==> src/rtl/pmul_pkg.sv <==
package pmul_pkg;

  typedef logic [1:0] digit_t;

  // one-bit full adder, returns {carry, sum}
  function automatic logic [1:0] full_add(input logic a, input logic b, input logic c);
    full_add = {(a & b) | (a & c) | (b & c), a ^ b ^ c};
  endfunction

endpackage

==> src/rtl/pmul_cell.sv <==
module pmul_cell
  import pmul_pkg::*;
(
  input  digit_t x,
  input  digit_t y,
  input  digit_t k,
  input  digit_t m,
  output digit_t lo,
  output digit_t hi
);

  logic [3:0] p;
  logic [3:0] kk;
  logic [3:0] mm;
  logic [3:0] t;
  logic [3:0] u;
  logic [3:0] ct;
  logic [3:0] cu;
  logic       pa;
  logic       pb;
  logic       pc;
  logic       pd;

  // 2x2 partial-product gates
  always_comb begin
    pa   = x[1] & y[0];
    pb   = x[0] & y[1];
    pd   = x[1] & y[1];
    pc   = pa & pb;
    p[0] = x[0] & y[0];
    p[1] = pa ^ pb;
    p[2] = pd ^ pc;
    p[3] = pd & pc;
  end

  // two ripple additions; the top bit cannot carry out (max 15)
  always_comb begin
    kk    = {2'b00, k};
    mm    = {2'b00, m};
    ct[0] = 1'b0;
    cu[0] = 1'b0;
    for (int i = 0; i < 3; i++) begin
      {ct[i+1], t[i]} = full_add(p[i], kk[i], ct[i]);
    end
    t[3] = p[3] ^ kk[3] ^ ct[3];
    for (int i = 0; i < 3; i++) begin
      {cu[i+1], u[i]} = full_add(t[i], mm[i], cu[i]);
    end
    u[3] = t[3] ^ mm[3] ^ cu[3];
  end

  assign lo = u[1:0];
  assign hi = u[3:2];

endmodule

==> src/rtl/pmul_grid.sv <==
module pmul_grid
  import pmul_pkg::*;
#(
  parameter int M_BITS = 8,
  parameter int N_BITS = 8
) (
  input  logic [M_BITS-1:0]        x,
  input  logic [N_BITS-1:0]        y,
  input  logic [M_BITS-1:0]        ax,
  input  logic [N_BITS-1:0]        ay,
  output logic [M_BITS+N_BITS-1:0] s
);

  localparam int NX = M_BITS / 2;
  localparam int NY = N_BITS / 2;

  digit_t lo_w [NY][NX];
  digit_t hi_w [NY][NX];
  digit_t k_w  [NY][NX];
  digit_t m_w  [NY][NX];

  for (genvar j = 0; j < NY; j++) begin : g_row
    for (genvar i = 0; i < NX; i++) begin : g_col
      // k input: external word on the first row, else the digit from the row above
      if (j == 0) begin : g_k_ext
        assign k_w[j][i] = ax[2*i+1:2*i];
      end else if (i == NX-1) begin : g_k_top
        assign k_w[j][i] = hi_w[j-1][NX-1];
      end else begin : g_k_up
        assign k_w[j][i] = lo_w[j-1][i+1];
      end
      // m input: external word on the first column, else carry from the left neighbour
      if (i == 0) begin : g_m_ext
        assign m_w[j][i] = ay[2*j+1:2*j];
      end else begin : g_m_rip
        assign m_w[j][i] = hi_w[j][i-1];
      end

      pmul_cell u_cell (
        .x  (x[2*i+1:2*i]),
        .y  (y[2*j+1:2*j]),
        .k  (k_w[j][i]),
        .m  (m_w[j][i]),
        .lo (lo_w[j][i]),
        .hi (hi_w[j][i])
      );
    end
  end

  // result digits: one per row from column 0, then the last row, then its final carry
  for (genvar j = 0; j < NY; j++) begin : g_out_row
    assign s[2*j+1:2*j] = lo_w[j][0];
  end
  for (genvar i = 1; i < NX; i++) begin : g_out_col
    assign s[2*(NY+i)-1:2*(NY+i-1)] = lo_w[NY-1][i];
  end
  assign s[M_BITS+N_BITS-1:M_BITS+N_BITS-2] = hi_w[NY-1][NX-1];

endmodule

==> src/rtl/pmul_oreg.sv <==
module pmul_oreg #(
  parameter int W       = 16,
  parameter bit REG_OUT = 1'b1
) (
  input  logic         clk,
  input  logic         rst,
  input  logic [W-1:0] d,
  output logic [W-1:0] q
);

  if (REG_OUT) begin : g_reg
    always_ff @(posedge clk) begin
      if (rst) q <= '0;
      else     q <= d;
    end
  end else begin : g_wire
    assign q = d;
  end

endmodule

==> src/rtl/pmul_top.sv <==
module pmul_top #(
  parameter int M_BITS  = 8,
  parameter int N_BITS  = 8,
  parameter bit REG_OUT = 1'b1
) (
  input  logic                     clk,
  input  logic                     rst,
  input  logic [M_BITS-1:0]        x_in,
  input  logic [N_BITS-1:0]        y_in,
  input  logic [M_BITS-1:0]        ax_in,
  input  logic [N_BITS-1:0]        ay_in,
  output logic [M_BITS+N_BITS-1:0] s_out
);

  localparam int W = M_BITS + N_BITS;

  logic [W-1:0] sum_w;

  pmul_grid #(.M_BITS(M_BITS), .N_BITS(N_BITS)) u_grid (
    .x  (x_in),
    .y  (y_in),
    .ax (ax_in),
    .ay (ay_in),
    .s  (sum_w)
  );

  pmul_oreg #(.W(W), .REG_OUT(REG_OUT)) u_oreg (
    .clk (clk),
    .rst (rst),
    .d   (sum_w),
    .q   (s_out)
  );

  // arithmetic reference for the checks below
  logic [W-1:0] ref_w;
  assign ref_w = W'(x_in) * W'(y_in) + W'(ax_in) + W'(ay_in);

  if (REG_OUT) begin : g_chk_reg
    // registered result equals the arithmetic sum of the prior inputs
    a_r2_sum_matches: assert property (@(posedge clk) disable iff (rst)
      !$past(rst) |-> s_out == $past(ref_w));
    // zero addends give the bare product
    a_r5_product_only: assert property (@(posedge clk) disable iff (rst)
      (!$past(rst) && $past(ax_in == '0 && ay_in == '0))
        |-> s_out == $past(W'(x_in) * W'(y_in)));
    // zero multiplicand leaves only the addends
    a_r3_zero_operand: assert property (@(posedge clk) disable iff (rst)
      (!$past(rst) && $past(x_in == '0))
        |-> s_out == $past(W'(ax_in) + W'(ay_in)));
    // inputs held across an edge keep the output steady one edge later
    a_r6_hold: assert property (@(posedge clk) disable iff (rst)
      (!$past(rst) && $stable(x_in) && $stable(y_in) && $stable(ax_in) && $stable(ay_in))
        |=> $stable(s_out));
  end else begin : g_chk_comb
    a_r2_sum_comb: assert property (@(posedge clk) disable iff (rst)
      s_out == ref_w);
    a_r5_product_comb: assert property (@(posedge clk) disable iff (rst)
      (ax_in == '0 && ay_in == '0) |-> s_out == W'(x_in) * W'(y_in));
    a_r3_zero_comb: assert property (@(posedge clk) disable iff (rst)
      (x_in == '0) |-> s_out == W'(ax_in) + W'(ay_in));
    a_r4_fits_comb: assert property (@(posedge clk) disable iff (rst)
      (&x_in && &y_in && &ax_in && &ay_in) |-> &s_out);
  end

endmodule

==> config.mk <==
export PLATFORM = sky130hd
export DESIGN_NAME = pmul_top
export DESIGN_NICKNAME = d
export VERILOG_FILES = /design/src/rtl/pmul_pkg.sv /design/src/rtl/pmul_cell.sv /design/src/rtl/pmul_grid.sv /design/src/rtl/pmul_oreg.sv /design/src/rtl/pmul_top.sv
export SDC_FILE = /design/constraint.sdc
export NUM_CORES = 1
export LEC_CHECK = 0
export CORE_ASPECT_RATIO = 0.5
export CORE_MARGIN = 1
export CORE_UTILIZATION = 59
export CTS_CLUSTER_DIAMETER = 50
export DETAILED_ROUTE_END_ITERATION = 8
export PLACE_DENSITY = 0.9
export RECOVER_POWER = 50
export SYNTH_ARGS = -nofsm -noshare
export SYNTH_HDL_FRONTEND = slang
export SYNTH_SLANG_ARGS = --single-unit
==> constraint.sdc <==
create_clock -name clk -period 19 [get_ports clk]
set_clock_uncertainty 0.05 [all_clocks]
set_input_delay 2.85 -clock clk [delete_from_list [all_inputs] [get_ports clk]]
set_output_delay 2.85 -clock clk [all_outputs]
set_load 0.03 [all_outputs]
# After elaboration in Yosys (flattened, before gate mapping)
# Index checks and enable logic that the tools add are counted.
# totals
regBits	16
word_cells	513
# op_classes
bitwise	512
# ops
cell	n
1-bit AND	256
1-bit bitwise XOR	192
1-bit bitwise OR	64

# Depth between registers and ports, before layout
# logic_depth
word_depth	51
ltp_mapped	46

# Modules after synthesis
# Synthesis repeated with hierarchy kept, for this count alone.
# unflattened
cells_unflattened	353
hier_area_um2	3251.9
# modules_own_cells
mod	instances	seq_area_each_um2	cells_each	area_per_inst_um2
pmul_cell at u_grid.g_row[0].g_col[0].u_cell ...	12	0.0	20	173.9
pmul_cell at u_grid.g_row[3].g_col[0].u_cell ...	4	0.0	20	175.2
pmul_oreg	1	320.3	33	464.2

# Least setup slack after synthesis
# Ideal clock, no wire load.
# synth_timing
path_type	input-to-reg
from	in y_in[0]
to	reg u_oreg.q[14]
t_arrival_ns	12.447
required_ns	18.836
path_slack_ns	6.389
path_stages	38
path_buffers	0
setup_ns	0.114
cell_sequence	and2_1 > ha_1 > fa_1 > inv_1 > fa_1 > inv_1 > ha_1 > ha_1 > inv_1 > fa_1 > fa_1 > inv_1 > fa_1 > ha_1 > ha_1 > inv_1 > fa_1 > fa_1 > [2 not listed] > ha_1 > ha_1 > inv_1 > fa_1 > fa_1 > inv_1 > fa_1 > ha_1 > ha_1 > fa_1 > ha_1 > ha_1 > fa_1 > ha_1 > ha_1 > fa_1 > ha_1 > nor2b_2
# synth_via
elab_chain_cells	50
elab_cells_between_ends	383
classes_between	bitwise (383)
# synth_rtl
item	line_no	rtl
start, declared	pmul_top.sv:9	input logic [N_BITS-1:0] y_in,
1-bit AND	pmul_cell.sv:26	pa = x[1] & y[0];
1-bit bitwise XOR	pmul_cell.sv:31	p[1] = pa ^ pb;
1-bit bitwise XOR (2 in series)	pmul_pkg.sv:7	full_add = {(a & b) | (a & c) | (b & c), a ^ b ^ c};
1-bit AND	pmul_pkg.sv:7	
1-bit bitwise OR (2 in series)	pmul_pkg.sv:7	
1-bit AND or 1-bit bitwise XOR (tied branches)	pmul_pkg.sv:7	
1-bit bitwise XOR or 1-bit AND (tied branches)	pmul_cell.sv:49, pmul_pkg.sv:7	
1-bit AND or 1-bit bitwise XOR (tied branches)	pmul_pkg.sv:7	
[31 not listed]	-	
1-bit AND	pmul_pkg.sv:7	
1-bit bitwise OR (2 in series)	pmul_pkg.sv:7	
1-bit AND or 1-bit bitwise XOR (tied branches)	pmul_pkg.sv:7	
1-bit bitwise XOR or 1-bit AND (tied branches)	pmul_cell.sv:49, pmul_pkg.sv:7	
1-bit AND	pmul_pkg.sv:7	
1-bit bitwise OR (2 in series)	pmul_pkg.sv:7	
1-bit bitwise XOR *	pmul_pkg.sv:7	
named net sum_w[14]	pmul_top.sv:17	logic [W-1:0] sum_w;
end signal, assigned	pmul_oreg.sv:13	if (rst) q <= '0;
end signal, assigned	pmul_oreg.sv:14	else q <= d;
end, declared	pmul_oreg.sv:8	output logic [W-1:0] q
# The timed path passes the listed nets; every way through them passes the cells marked *.
# A chain may end at the register's enable or synchronous reset.

# Worst setup path after layout
# Same ends and word-level chain as after synthesis.

==> impl_metrics.csv <==
group,metric,value,unit
detailed_routing,drtIter0Drc,30,
synth,yosys_warnings,0,
finish,insertedDiodeCount,0,
cts,cts_resized,0,
job,max_cap_violations,0,
detailed_routing,drc,0,
synth,synth_top_area_share,32.1,%
synth,synth_xor_area_share,4.67,%
timing,hold_slack,3.27,ns
global_route,grt_pass1_wl,9830,µm
global_route,grt_pass1_vias,2255,
setup_path,start_kind,"primary input",
timing,period_minus_slack,13.69,ns
cts,cts-buffers-inserted,3,
finish,regMostFlops,"u_oreg.q",
placement,io_buffer_count,49,
cts,clk_pin_slew,0.06,ns
cts,cts_tree,"built",
global_route,grt_max_degree,17,
timing,maxSlewHeadroom,59.0,%
detailed_routing,ant_nets,0,
floorplanning,core_area,0.00464,mm²
cts,cts_setup_buffers,0,
synth,yosysSeqAreaShare,10.7,%
placement,hpwl,5330,µm
synth,synth-simple-area-share,17.1,%
setup_path,path_buf_inv,11,
floorplanning,start_util,64.7,%
synth,netlist_top_cells_area,"fa_1 32%, ha_1 27%, and2_1 13%",
timing,period_share,72.1,%
timing,worst-slew-pin-transition,0.613,ns
detailed_routing,avgViaCountPerCell,4.96,
detailed_routing,routed_wl,5950,µm
cts,cts_max_level,1,
synth,synthesis.nets,438,
synth,muxShareOfSynthArea,0,%
floorplanning,rows,17,
cts,clockBufferDepth,2,
floorplanning,die-area,0.00539,mm²
synth,avgSynthCellArea,10.3,µm²
finish,largest_reg_flops,16,
timing,setup_viol,0,
timing,finalMaxSlewViolations,0,
setup_path,arrival,13.75,ns
setup_path,critPathKind,"primary input to flip-flop",
finish,layout.nets,491,
cts,clock-sinks,16,
timing,finalSetupTns,0,ns
synth,synth_area,0.00300,mm²
detailed_routing,drt_first_pass_iters,6,
synth,synth_adder_area_share,58.8,%
synth,ys_types,12,
outcome,status,"completed",
setup_path,worst-path-max-fanout,8,
global_route,grt_usage,24.9,%
setup_path,end_kind,"flip-flop",
synth,yosysTopAreaCell,"fa_1",
global_route,overflow,0,
finish,syn_to_final_growth,20.1,%
synth,synthCells,292,
detailed_routing,via_count,2028,
setup_path,critical-path-max-stage-delay,0.57,ns
global_route,antenna_found_initial,0,
finish,drive_above_1_share,4.08,%
setup_path,cp_top_family,"adder cells",
timing,hold_viol,0,
floorplanning,die_w,103,µm
floorplanning,ios,50,
placement,gp_congestion,0.847,
timing,max_freq,73.0,MHz
synth,ys_ff_latch,16,
synth,synth-compound-area-share,0,%
cts,cts_hold_buffers,0,
setup_path,cp_slowest_cell,"clkdlybuf4s50_1",
finish,reg_top3,"u_oreg.q (16)",
setup_path,required,19.06,ns
floorplanning,die_h,52.4,µm
worst_hold_path,hp-class,"primary input to flip-flop",
timing,grt_setup_unrepaired,"no",
cts,cts_root_buf,"clkbuf_8",
detailed_routing,wire_per_inst,14.5,µm
synth,synth_top_family_by_area,"adder cells",
## per-stage QoR
step                std cells  util [%]  setup slack, ns  instance area, µm²
floorplan                 292         -             6.39                3000
global placement          406      76.8             5.47                3560
detailed placement        406      76.8             5.11                3560
CTS                       409      77.7             5.32                3600
global route              409      77.7             4.96                3600
finish                    409      77.7             5.31                3600
## cell families after synthesis
group	after synthesis
AND/OR/NAND/NOR	80
flip-flops	16
adder cells (fa/ha/maj)	112
XOR/XNOR	16
buffers and inverters	68
## worst paths after layout
kind / startpoint / to / slack (ns) / cells past startpoint
max: y_in[0] / u_oreg.q[14] / 5.31 / 41
min: ay_in[7] / u_oreg.q[7] / 3.27 / 4
## synth_stat cells, drive strengths merged
| library cell | number |
|---|---|
| dfxtp | 16 |
| fa | 48 |
| and2 | 63 |
| and2b | 6 |
| inv | 67 |
| xnor2 | 9 |
| xor2 | 7 |
| ha | 64 |
| buf | 1 |
| nor2b | 5 |
| nor2 | 5 |
| nand2 | 1 |
## routing by layer
layer,GRT usage [%],vias up,part of all wire [%]
met5,0,-,0
li1,-,976,-
met3,3.07,15,2.7
met4,8.45,0,1.9
met2,49.2,40,51
met1,28.0,997,44
## layout make-up
cell class                      count  area (µm²)
Fill cell                         318        1040
Multi-Input combinational cell    208        2410
Clock buffer                        3        41.3
Timing Repair Buffer               49         490
Tap cell                           66        82.6
Sequential cell                    16         320
Inverter                           67         251
## placed cells by master (no fill, tap or decap)
cell type and n:
clkdlybuf4s50_1 33, ha_1 64, clkbuf_8 3, fa_1 48, nand2_1 1, and2_1 63, xor2_1 7, nor2_1 5
nor2b_2 5, dfxtp_1 16, inv_1 67, xnor2_1 9, and2b_2 6, dlygate4sd3_1 16
## worst min-delay path: cells and delay by family
family | cells | cell delay (ns)
fa+ha+maj | 1 | 0.16
simple gates | 1 | 0.04
buf+inv | 2 | 0.48
Power is not shown: default switching activity piles up to over one toggle a cycle in this logic, so the estimate is an artifact.
